### config.mk
export PLATFORM = sky130hd
export DESIGN_NAME = stld_fwd_search
export DESIGN_NICKNAME = d
export VERILOG_FILES = /design/src/rtl/stld_pkg.sv /design/src/rtl/stld_overlap_cls.sv /design/src/rtl/stld_stall_track.sv /design/src/rtl/stld_fwd_search.sv
export SDC_FILE = /design/constraint.sdc
export NUM_CORES = 1
export LEC_CHECK = 0
export ABC_AREA = 1
export BUFFER_PORTS_ARGS = -buffer_cell sky130_fd_sc_hd__buf_4
export CAP_MARGIN = 5
export CORE_UTILIZATION = 54
export CTS_CLUSTER_SIZE = 40
export DETAILED_ROUTE_END_ITERATION = 10
export PLACE_DENSITY = 0.86
export SLEW_MARGIN = 15
export SYNTH_ARGS = -nofsm -noshare
export SYNTH_HDL_FRONTEND = slang
export SYNTH_SLANG_ARGS = --single-unit
export TNS_END_PERCENT = 30
### constraint.sdc
create_clock -name clk -period 4.4 [get_ports clk]
set_clock_uncertainty 0.15 [all_clocks]
set_input_delay 0.88 -clock clk [delete_from_list [all_inputs] [get_ports clk]]
set_output_delay 0.88 -clock clk [all_outputs]
set_load 0.01 [all_outputs]
### src/rtl/stld_pkg.sv
// Package: shared types for the store-to-load forwarding search unit.
// Assumes nothing beyond the parameters of the top module.
package stld_pkg;
    // Walk controller state
    typedef enum logic {
        WALK_IDLE   = 1'b0,
        WALK_SEARCH = 1'b1
    } walk_state_e;
endpackage

### src/rtl/stld_overlap_cls.sv
// Module: stld_overlap_cls
// Classifies one store entry against the captured load: full cover, blocking
// partial overlap, or irrelevant. Also aligns the store data for forwarding.
// Assumes byte addresses, sizes of 1/2/4/8 bytes and DATA_W of 64.
module stld_overlap_cls #(
    parameter int ADDR_W = 16,
    parameter int DATA_W = 64
) (
    input  logic [ADDR_W-1:0] ld_addr,
    input  logic [3:0]        ld_size,
    input  logic [ADDR_W-1:0] st_addr,
    input  logic [3:0]        st_size,
    input  logic [DATA_W-1:0] st_data,
    input  logic              st_done,
    output logic              full_hit,
    output logic              part_block,
    output logic [DATA_W-1:0] aligned_data
);
    localparam int SH_W = $clog2(DATA_W);

    logic [ADDR_W:0] ld_lo, ld_hi, st_lo, st_hi;
    logic            has_data, covers, touches;
    logic [2:0]      off_mask, byte_off;
    logic [SH_W-1:0] shift_amt;

    // Byte ranges of load and store, one bit wider to hold the carry
    always_comb begin
        ld_lo = {1'b0, ld_addr};
        st_lo = {1'b0, st_addr};
        ld_hi = ld_lo + {{(ADDR_W-3){1'b0}}, ld_size};
        st_hi = st_lo + {{(ADDR_W-3){1'b0}}, st_size};
    end

    // Coverage and overlap decision
    always_comb begin
        has_data   = (st_size != 4'd0);
        covers     = (ld_lo >= st_lo) && (ld_hi <= st_hi);
        touches    = (ld_lo < st_hi) && (ld_hi > st_lo);
        full_hit   = has_data && covers;
        part_block = has_data && touches && !covers && !st_done;
    end

    // Data alignment: shift by the load's byte offset inside the store
    always_comb begin
        off_mask     = st_size[2:0] - 3'd1;
        byte_off     = ld_addr[2:0] & off_mask;
        shift_amt    = SH_W'({byte_off, 3'b000});
        aligned_data = st_data >> shift_amt;
    end
endmodule

### src/rtl/stld_stall_track.sv
// Module: stld_stall_track
// Holds the partial-forward stall record (oldest stalled load wins) and the
// sticky cache-blocked flag. A new record beats a release in the same cycle;
// a new block event beats a read strobe in the same cycle.
module stld_stall_track #(
    parameter int SEQ_W = 8,
    parameter int LQ_IW = 3
) (
    input  logic             clk,
    input  logic             rst_n,
    input  logic             rec_en,
    input  logic [SEQ_W-1:0] rec_st_seq,
    input  logic [SEQ_W-1:0] rec_ld_seq,
    input  logic [LQ_IW-1:0] rec_ld_idx,
    input  logic             release_i,
    input  logic             cache_go,
    input  logic             cache_blocked,
    input  logic             blk_rd,
    output logic             stall_active,
    output logic [SEQ_W-1:0] stall_st_seq,
    output logic [LQ_IW-1:0] stall_ld_idx,
    output logic             blocked
);
    logic [SEQ_W-1:0] stall_ld_seq;
    logic             take;

    // Decide whether the replaying load replaces the current record
    always_comb take = rec_en && (!stall_active || (rec_ld_seq < stall_ld_seq));

    // Stall record register
    always_ff @(posedge clk) begin
        if (!rst_n) begin
            stall_active <= 1'b0;
            stall_st_seq <= '0;
            stall_ld_seq <= '0;
            stall_ld_idx <= '0;
        end else if (take) begin
            stall_active <= 1'b1;
            stall_st_seq <= rec_st_seq;
            stall_ld_seq <= rec_ld_seq;
            stall_ld_idx <= rec_ld_idx;
        end else if (release_i) begin
            stall_active <= 1'b0;
        end
    end

    // Sticky blocked flag, cleared by a read strobe
    always_ff @(posedge clk) begin
        if (!rst_n) blocked <= 1'b0;
        else if (cache_go && cache_blocked) blocked <= 1'b1;
        else if (blk_rd) blocked <= 1'b0;
    end

    p_blocked_rise_r10: assert property (@(posedge clk) disable iff (!rst_n)
        $rose(blocked) |-> $past(cache_go && cache_blocked));

    p_stall_drop_r8: assert property (@(posedge clk) disable iff (!rst_n)
        $fell(stall_active) |-> $past(release_i));
endmodule

### src/rtl/stld_fwd_search.sv
// Module: stld_fwd_search (top)
// Accepts one load at a time, walks the store queue toward older entries one
// entry per cycle until the writeback pointer, and emits exactly one outcome:
// forward, replay, cache access or machine-check fault. Assumes a store-queue
// read port with same-cycle data and a writeback pointer stable during a walk.
module stld_fwd_search
    import stld_pkg::*;
#(
    parameter int SQ_DEPTH = 8,
    parameter int LQ_DEPTH = 8,
    parameter int ADDR_W   = 16,
    parameter int SEQ_W    = 8,
    parameter int DATA_W   = 64,
    localparam int SQ_IW   = $clog2(SQ_DEPTH),
    localparam int LQ_IW   = $clog2(LQ_DEPTH)
) (
    input  logic              clk,
    input  logic              rst_n,
    input  logic              ld_valid,
    input  logic [ADDR_W-1:0] ld_addr,
    input  logic [3:0]        ld_size,
    input  logic [SEQ_W-1:0]  ld_seq,
    input  logic [LQ_IW-1:0]  ld_lq_idx,
    input  logic [SQ_IW-1:0]  ld_sq_idx,
    input  logic              ld_uncache,
    input  logic              ld_at_head,
    input  logic              ld_commit_rdy,
    input  logic [SQ_IW-1:0]  wb_ptr,
    output logic              busy,
    output logic [SQ_IW-1:0]  sq_rd_idx,
    input  logic [ADDR_W-1:0] sq_rd_addr,
    input  logic [3:0]        sq_rd_size,
    input  logic [DATA_W-1:0] sq_rd_data,
    input  logic [SEQ_W-1:0]  sq_rd_seq,
    input  logic              sq_rd_done,
    output logic              fwd_valid,
    output logic [DATA_W-1:0] fwd_data,
    output logic              replay_valid,
    output logic              stall_active,
    output logic [SEQ_W-1:0]  stall_store_seq,
    output logic [LQ_IW-1:0]  stall_load_idx,
    input  logic              stall_release,
    output logic              cache_req,
    output logic [ADDR_W-1:0] cache_addr,
    output logic [3:0]        cache_size,
    input  logic              cache_blocked,
    output logic              ld_blocked,
    input  logic              ld_blocked_rd,
    output logic              fault_valid
);
    localparam logic [SQ_IW-1:0] SQ_LAST = SQ_IW'(SQ_DEPTH - 1);

    walk_state_e       state;
    logic [SQ_IW-1:0]  cur_idx, probe_idx;
    logic [ADDR_W-1:0] q_addr;
    logic [3:0]        q_size;
    logic [SEQ_W-1:0]  q_seq;
    logic [LQ_IW-1:0]  q_lq;
    logic              at_end, full_hit, part_block, stall_rec;
    logic [DATA_W-1:0] aligned;
    logic              mc_reject;

    // Next-older store index with wrap
    always_comb probe_idx = (cur_idx == '0) ? SQ_LAST : cur_idx - 1'b1;

    // Walk status and read-port drive
    always_comb begin
        busy      = (state == WALK_SEARCH);
        at_end    = (cur_idx == wb_ptr);
        sq_rd_idx = probe_idx;
        stall_rec = busy && !at_end && !full_hit && part_block;
        mc_reject = ld_uncache && !(ld_at_head && ld_commit_rdy);
    end

    stld_overlap_cls #(.ADDR_W(ADDR_W), .DATA_W(DATA_W)) u_cls (
        .ld_addr      (q_addr),
        .ld_size      (q_size),
        .st_addr      (sq_rd_addr),
        .st_size      (sq_rd_size),
        .st_data      (sq_rd_data),
        .st_done      (sq_rd_done),
        .full_hit     (full_hit),
        .part_block   (part_block),
        .aligned_data (aligned)
    );

    stld_stall_track #(.SEQ_W(SEQ_W), .LQ_IW(LQ_IW)) u_trk (
        .clk           (clk),
        .rst_n         (rst_n),
        .rec_en        (stall_rec),
        .rec_st_seq    (sq_rd_seq),
        .rec_ld_seq    (q_seq),
        .rec_ld_idx    (q_lq),
        .release_i     (stall_release),
        .cache_go      (cache_req),
        .cache_blocked (cache_blocked),
        .blk_rd        (ld_blocked_rd),
        .stall_active  (stall_active),
        .stall_st_seq  (stall_store_seq),
        .stall_ld_idx  (stall_load_idx),
        .blocked       (ld_blocked)
    );

    // Walk controller and registered outcome pulses
    always_ff @(posedge clk) begin
        if (!rst_n) begin
            state        <= WALK_IDLE;
            cur_idx      <= '0;
            q_addr       <= '0;
            q_size       <= '0;
            q_seq        <= '0;
            q_lq         <= '0;
            fwd_valid    <= 1'b0;
            fwd_data     <= '0;
            replay_valid <= 1'b0;
            cache_req    <= 1'b0;
            cache_addr   <= '0;
            cache_size   <= '0;
            fault_valid  <= 1'b0;
        end else begin
            fwd_valid    <= 1'b0;
            replay_valid <= 1'b0;
            cache_req    <= 1'b0;
            fault_valid  <= 1'b0;
            case (state)
                WALK_IDLE: begin
                    if (ld_valid) begin
                        q_addr  <= ld_addr;
                        q_size  <= ld_size;
                        q_seq   <= ld_seq;
                        q_lq    <= ld_lq_idx;
                        cur_idx <= ld_sq_idx;
                        if (mc_reject) fault_valid <= 1'b1;
                        else           state       <= WALK_SEARCH;
                    end
                end
                WALK_SEARCH: begin
                    if (at_end) begin
                        cache_req  <= 1'b1;
                        cache_addr <= q_addr;
                        cache_size <= q_size;
                        state      <= WALK_IDLE;
                    end else if (full_hit) begin
                        fwd_valid <= 1'b1;
                        fwd_data  <= aligned;
                        state     <= WALK_IDLE;
                    end else if (part_block) begin
                        replay_valid <= 1'b1;
                        state        <= WALK_IDLE;
                    end else begin
                        cur_idx <= probe_idx;
                    end
                end
                default: state <= WALK_IDLE;
            endcase
        end
    end

    p_single_outcome_r12: assert property (@(posedge clk) disable iff (!rst_n)
        $onehot0({fwd_valid, replay_valid, cache_req, fault_valid}));

    p_fault_cause_r11: assert property (@(posedge clk) disable iff (!rst_n)
        fault_valid |-> $past(ld_valid && ld_uncache && !(ld_at_head && ld_commit_rdy)));

    p_record_moves_r8: assert property (@(posedge clk) disable iff (!rst_n)
        !$stable(stall_store_seq) |-> replay_valid);

    p_fwd_after_walk_r4: assert property (@(posedge clk) disable iff (!rst_n)
        fwd_valid |-> $past(busy));

    p_no_walk_on_fault_r11: assert property (@(posedge clk) disable iff (!rst_n)
        fault_valid |-> !busy);
endmodule

==> out/qor.yml, run 1 <==
route:
  avgRoutedWirePerCell_um: 17.2
  drc_errors: 0
  drt-total-wl_um: 31700
  detail-route-antenna-nets: 0
  drt_iter0_markers: 868
  vias: 10400
  avgViaCountPerCell: 5.62
  first_pass_iters: 6
synthesis:
  synth-edff-count: 0
  ys_types: 39
  yosys.area.top_type: "dfxtp_1"
  synth_compound_area_share_pct: 16.6
  synth_area_leaders: "dfxtp_1 31%, ha_1 11%, nand2_1 10%"
  synth_nets: 1620
  synth.top_cell.area_share_pct: 30.7
  synth-main-ff-cell: "dfxtp_1"
  synthArstFlopShare_pct: 0
  synth-xor-area-share_pct: 2.42
  avgSynthCellArea_um2: 6.73
  synth_mux_area_share_pct: 2.16
  yosysWarnings: 0
  syn_area_um2: 9400
  ys_seq_elements: 144
  synthCells: 1396
  yosys.area_share.simple_pct: 27.3
  synthAdderAreaFrac_pct: 11.5
  synth_top_family_by_area: "simple AND/OR/NAND/NOR gates"
  synth.yosys.seq_area_share_pct: 30.7
global_route:
  grt_pass1_vias: 9890
  grt_pass1_wl_um: 49600
  antenna_found_initial: 0
  grt_overflow: 0
  grtUsageTotal_pct: 35.4
  grt_max_degree: 77
placement:
  io_buffers: 243
  place.gp.congestion: 1.05
  placed_cell_area_um2: 11500
  dpl.hpwl_um: 24100
critical_path:
  cp_max_fo: 7
  max_stage_delay_ns: 0.37
  crit_family: "simple AND/OR/NAND/NOR gates"
  startpoint_type: "register"
  cp.arrival_ns: 4.32
  required_ns: 4.57
  critPathMostFrequentCell: "nand2_1"
  end_kind: "register"
  path_buf_inv: 3
  path_class: "register to register"
  slowest_stage: "ha_1"
sta:
  fin_crit_ns: 4.15
  slew_viol_final: 0
  setup_viol: 0
  worst_pin_slew_ns: 0.791
  finalCritPeriodShare_pct: 94.3
  hold_violations: 0
  slew_headroom_pct: 47.2
  fmax_ghz: 0.241
  fin_hold_ws_ns: 0.293
power:
  powerDensity_nw_per_um2: 317
  ir_worst_vdd_v: 0.000286
  leakagePower_nw: 6.06
die:
  initial_core_util_pct: 56.1
  rows: 47
  fp.dieW_um: 134
  core-area_um2: 16800
  boundaryPins: 244
  dieArea_um2: 17900
  die_h_um: 134
cells_and_area:
  nets: 1837
  drive_gt1_share_pct: 21.0
  antenna_cells: 0
  fin_area_um2: 12100
  fillCellCount: 1433
  area_growth_pct: 28.9
clock_tree:
  cts_tree: "built"
  clockBufferDepth: 2
  insertion_delay_ns: 0.43
  clk_pin_slew_ns: 0.06
  cts-root-buf: "clkbuf_16"
  cts_made_buffers: 17
  htreeDepth: 4
  cts.sinks: 144
  post_cts_buffers: 0
status:
  status: "finished clean"
worst_hold_path:
  hp-class: "register to register"
flow_run:
  maxCapViolCount: 0
[metal layers]
metal / track usage [%] / share of wire, % / up-vias / wire, um
met5: 0 / 0 / - / 0
met4: 19.6 / 4.8 / 0 / 1520
met3: 6.08 / 7.6 / 100 / 2410
met2: 61.2 / 48 / 495 / 15300
met1: 41.4 / 39 / 4730 / 12500
li1: - / - / 5052 / -
[metrics by stage]
stage	TNS [ns]	std cells	worst slack, ns	total power [mW]	utilization [%]
6_report	0	1846	0.252	3.84	72.3
5_1_grt	-0.0386	1846	-0.0386	4.01	72.3
4_1_cts	0	1846	0.0968	3.82	72.1
3_5_place_dp	-1.79	1814	-0.115	2.39	68.6
3_3_place_gp	0	1814	0.0745	2.36	68.6
2_1_floorplan	0	1396	0.398	2.01	-
[path summary, 6_finish.rpt]
| kind | from | to | slack, ns | cells past startpoint |
|---|---|---|---|---|
| hold reg to reg | cache_addr[9] | cache_addr[9] | 0.29 | 2 |
| setup reg to reg | q_addr[2] | cur_idx[2] | 0.25 | 25 |
| hold / removal | cache_addr[9] | cache_addr[9] | 0.29 | 2 |
| setup / recovery | q_addr[2] | cur_idx[2] | 0.25 | 25 |
[kinds of logic after synthesis]
logic type | count (synthesis)
adder cells (fa/ha/maj) | 85
AO/OA/AOI/OAI | 295
multiplexers | 20
AND/OR/NAND/NOR | 596
buffers and inverters | 230
XOR/XNOR | 26
flip-flops | 144
[sequential cells by signal, summed over array words and instances (netlist names), 3 cells and up]
| register | count |
|---|---|
| cache_addr | 16 |
| cache_size | 4 |
| cur_idx | 3 |
| fwd_data | 64 |
| q_addr | 16 |
| q_lq | 3 |
| q_seq | 8 |
| q_size | 4 |
| u_trk.stall_ld_idx | 3 |
| u_trk.stall_ld_seq | 8 |
| u_trk.stall_st_seq | 8 |
[report_power, final]
part | switching, mW | internal [mW]
clock | 0.633 | 0.814
sequential | 0.0521 | 1.36
combinational | 0.587 | 0.390
[final cells by class]
cell class	instances	area, um2	area share [%]
sequential	144	2880	23.8
clock buffer	18	439	3.62
tap	220	275	2.27
inverter	151	567	4.68
timing repair buffer	277	2130	17.6
clock inverter	14	145	1.20
multi-input combinational	1022	5680	46.8
[repair_timing]
action / in CTS / in global routing
setup endpoints to repair: 0 / 88
hold buffers: 0 / 0
gates resized for setup: 0 / 8
[tightest hold or removal path: cells and delay by family (launching register included)]
family | cells | cell delay (ns)
AO/OA/AOI/OAI | 1 | 0.04
buffers and inverters | 1 | 0.04
flip-flops | 1 | 0.31
[layout by cell type (no fill, tap or decap), types with 2 or more instances in the layout]
cell | synthesis | routed
o21ai_0 | 126 | 126
mux2_2 | 2 | 2
mux2i_1 | 18 | 18
inv_2 | 5 | 5
o211ai_1 | 4 | 4
or2_2 | 2 | 2
inv_1 | 145 | 145
o31ai_1 | 18 | 18
nand2_2 | 2 | 5
and2_1 | 2 | 2
nand4_1 | 26 | 26
clkbuf_16 | 0 | 17
nor2_2 | 4 | 5
a31oi_1 | 5 | 5
a21o_1 | 2 | 2
buf_4 | 0 | 272
nor2_4 | 5 | 7
a21oi_2 | 0 | 2
nor3_1 | 6 | 4
inv_6 | 0 | 4
fa_1 | 2 | 2
o21a_1 | 2 | 2
xor2_1 | 20 | 20
nand3_1 | 122 | 122
clkinvlp_4 | 0 | 4
nor3_2 | 0 | 2
o21ai_1 | 31 | 31
xnor2_1 | 6 | 6
a21oi_1 | 100 | 98
dfxtp_1 | 144 | 144
nand2_1 | 256 | 253
ha_1 | 83 | 83
o22ai_1 | 5 | 5
inv_8 | 0 | 4
nor2_1 | 167 | 164
buf_12 | 0 | 4
[Yosys cell counts, types with 4 or more instances]
cell,n
nor3_1,6
o31ai_1,18
nor2_1,167
o21ai_1,31
xnor2_1,6
dfxtp_1,144
xor2_1,20
o211ai_1,4
inv_1,145
o22ai_1,5
a21oi_1,100
nor2_4,5
nor2_2,4
buf_1,7
ha_1,83
mux2i_1,18
a31oi_1,5
nand4_1,26
nand2_1,256
clkbuf_1,62
o21ai_0,126
nand3_1,122
buf_2,9
inv_2,5
Power figures use the tool's default switching activity.
==> run 2, diff against run 1 <==
Settings changed: GPL_TIMING_DRIVEN set to 0, TNS_END_PERCENT 30 to 100.
==> out/qor.yml, run 2 (same netlist as run 1, synthesis figures left out) <==
clock_tree:
  cts_made_buffers: 17  # unchanged
  cts-root-buf: "clkbuf_16"
  cts_tree: "built"
  clk_pin_slew_ns: 0.07  # about the same
  htreeDepth: 4  # unchanged
  insertion_delay_ns: 0.44  # about the same
  cts.sinks: 144  # unchanged
  clockBufferDepth: 2  # unchanged
die:
  boundaryPins: 244  # unchanged
  initial_core_util_pct: 56.1  # unchanged
  core-area_um2: 16800  # unchanged
  dieArea_um2: 17900  # unchanged
  fp.dieW_um: 134  # unchanged
  rows: 47  # unchanged
  die_h_um: 134  # unchanged
global_route:
  grtUsageTotal_pct: 40.6  # +5.2 points
  grt_pass1_wl_um: 56000  # +13%
  grt_max_degree: 18  # -77%
  grt_pass1_vias: 10700  # +8.0%
  grt_overflow: 0  # unchanged
  antenna_found_initial: 0  # unchanged
critical_path:
  end_kind: "register"
  cp_max_fo: 10  # +3
  path_class: "input pin to register"
  slowest_stage: "fa_1"
  required_ns: 4.58  # about the same
  max_stage_delay_ns: 0.42  # +0.05 ns
  startpoint_type: "input pin"
  crit_family: "simple AND/OR/NAND/NOR gates"
  cp.arrival_ns: 4.38  # +0.06 ns
  ff2ff_setup_slack_ns: 0.29  # +0.04 ns
  critPathMostFrequentCell: "nor2_1"
  path_buf_inv: 5  # +2
  crit_chain: "buf_4 > ha_1 > fa_1 > nand3_1 > inv_2 > nor2_2 > nor2_4 > inv_1 > nor2_1 > nand2_1 > xor2_1 > ha_1 > nand2_1 > nor2_1 > and2_1 > nand3b_1 > nand3_1 > nand2_1 > nand3_2 > nor2_4 > inv_2 > buf_4 > nor2_1 > nor2_1"
power:
  powerDensity_nw_per_um2: 322  # +1.8%
  power_frac_seq_pct: 36.0  # -0.8 points
  internal-power_mw: 2.56  # -0.10%
  combPwrFrac_pct: 25.6  # about the same
  ir_worst_vdd_v: 0.000286  # about the same
  leakagePower_nw: 6.05  # -0.14%
  p_clk_share_pct: 38.4  # +0.7 points
  switching_share_pct: 35.1  # +1.9 points
  p_switching_mw: 1.38  # +8.8%
  p_total_mw: 3.95  # +2.8%
cells_and_area:
  drive_gt1_share_pct: 20.1  # -0.88 points
  nets: 1883  # +2.5%
  regMostFlops: "fwd_data"
  largestRegisters: "fwd_data (64), cache_addr (16), q_addr (16)"
  final_cell_mix: "254 x nand2_1, 250 x buf_4, 161 x nor2_1"
  final_common_cell: "nand2_1"
  largest_reg_flops: 64  # unchanged
  area_growth_pct: 30.2
  antenna_cells: 0  # unchanged
route:
  drt_iter0_markers: 1248  # +44%
  avgRoutedWirePerCell_um: 19.5  # +13%
  first_pass_iters: 5  # -1
  drt-total-wl_um: 36800  # +16%
  detail-route-antenna-nets: 0  # unchanged
  drc_errors: 0  # unchanged
  vias: 11000  # +6.1%
  avgViaCountPerCell: 5.82  # +3.5%
placement:
  io_buffers: 243  # unchanged
  place.gp.congestion: 1.01  # -4.3%
  dpl.hpwl_um: 29200  # +21%
sta:
  fin_crit_ns: 4.19  # +0.0460 ns
  slew_viol_final: 0  # unchanged
  setup_viol: 0  # unchanged
  finalCritPeriodShare_pct: 95.3  # +1.0 points
  rsz0062_at_grt: "false"
  worst_pin_slew_ns: 0.918  # +0.127 ns
  slew_headroom_pct: 38.6  # -8.6 points
  fmax_ghz: 0.238  # -1.1%
  hold_violations: 0  # unchanged
  setup_tns_ns: 0  # unchanged
status:
  status: "finished clean"
flow_run:
  maxCapViolCount: 0  # unchanged
worst_hold_path:
  hp-class: "register to register"
[run 2: cell type report]
class | instances | area [um2]
repair buffers | 245 | 1840
clock buffers | 17 | 425
well taps | 220 | 275
clock inverters | 15 | 185
plain buffers | 78 | 345
multi-input cells | 1022 | 5720
flip-flops and latches | 144 | 2880
inverters | 151 | 567
fillers | 1382 | 4520
[run 2: worst paths after layout]
check | endpoint | depth (start not counted) | start
worst max-delay path | fwd_data[3] | 24 | sq_rd_addr[0]
worst min-delay path | cache_addr[11] | 2 | cache_addr[11]
worst max register to register | fwd_data[40] | 24 | q_addr[1]
worst min register to register | cache_addr[11] | 2 | cache_addr[11]
[run 2: timing repair]
item	4_1_cts	5_1_grt
setup buffers	2	0
gates cloned	0	0
setup endpoints to repair	84	89
gates resized for setup	13	33
hold buffers	0	0
pin swaps	1	0
[run 2: routing by layer]
layer,track usage (%),wire (um),vias to the layer above
met2,69.6,17200,724
li1,-,-,5144
met5,0,0,-
met1,48.3,14000,4999
met4,21.1,1990,0
met3,7.26,3570,145
[run 2: power by group through the flow]
| stage | combinational (mW) | sequential, mW | clock (mW) |
|---|---|---|---|
| after global placement | 0.941 | 1.44 | 0 |
| final | 1.01 | 1.42 | 1.51 |
| after detailed placement | 0.964 | 1.45 | 0 |
| after floorplan | 0.569 | 1.44 | 0 |
| after global routing | 1.11 | 1.43 | 1.57 |
| after CTS | 0.976 | 1.42 | 1.50 |
[run 2: metrics by stage]
step	instances	hold WS (ns)	setup WS, ns	utilization, %	cell area [um2]
after global routing	1892	0.311	0.00393	73.0	12200
after global placement	1859	0.283	-0.927	68.6	11500
after floorplan	1396	0.280	0.398	-	9400
after CTS	1892	0.297	0.0108	72.5	12100
after detailed placement	1859	0.287	-0.895	68.6	11500
final	1892	0.297	0.206	73.0	12200
[run 2: worst register-to-register path, stage by stage (launching register included)]
cell,delay (ns)
dfxtp_1,0.41
ha_1,0.33
nand3_1,0.07
nand2_1,0.11
nand2_1,0.07
a21oi_2,0.16
nand3_1,0.14
nor2_2,0.19
nand2_1,0.11
nor3_2,0.15
xor2_1,0.18
inv_1,0.10
ha_1,0.30
nand2_1,0.05
nor2_1,0.18
and2_1,0.17
nand3b_1,0.08
nand3_1,0.08
nand2_1,0.09
nand3_2,0.13
nor2_4,0.07
inv_2,0.20
clkbuf_4,0.26
nand3_1,0.11
o31ai_2,0.11
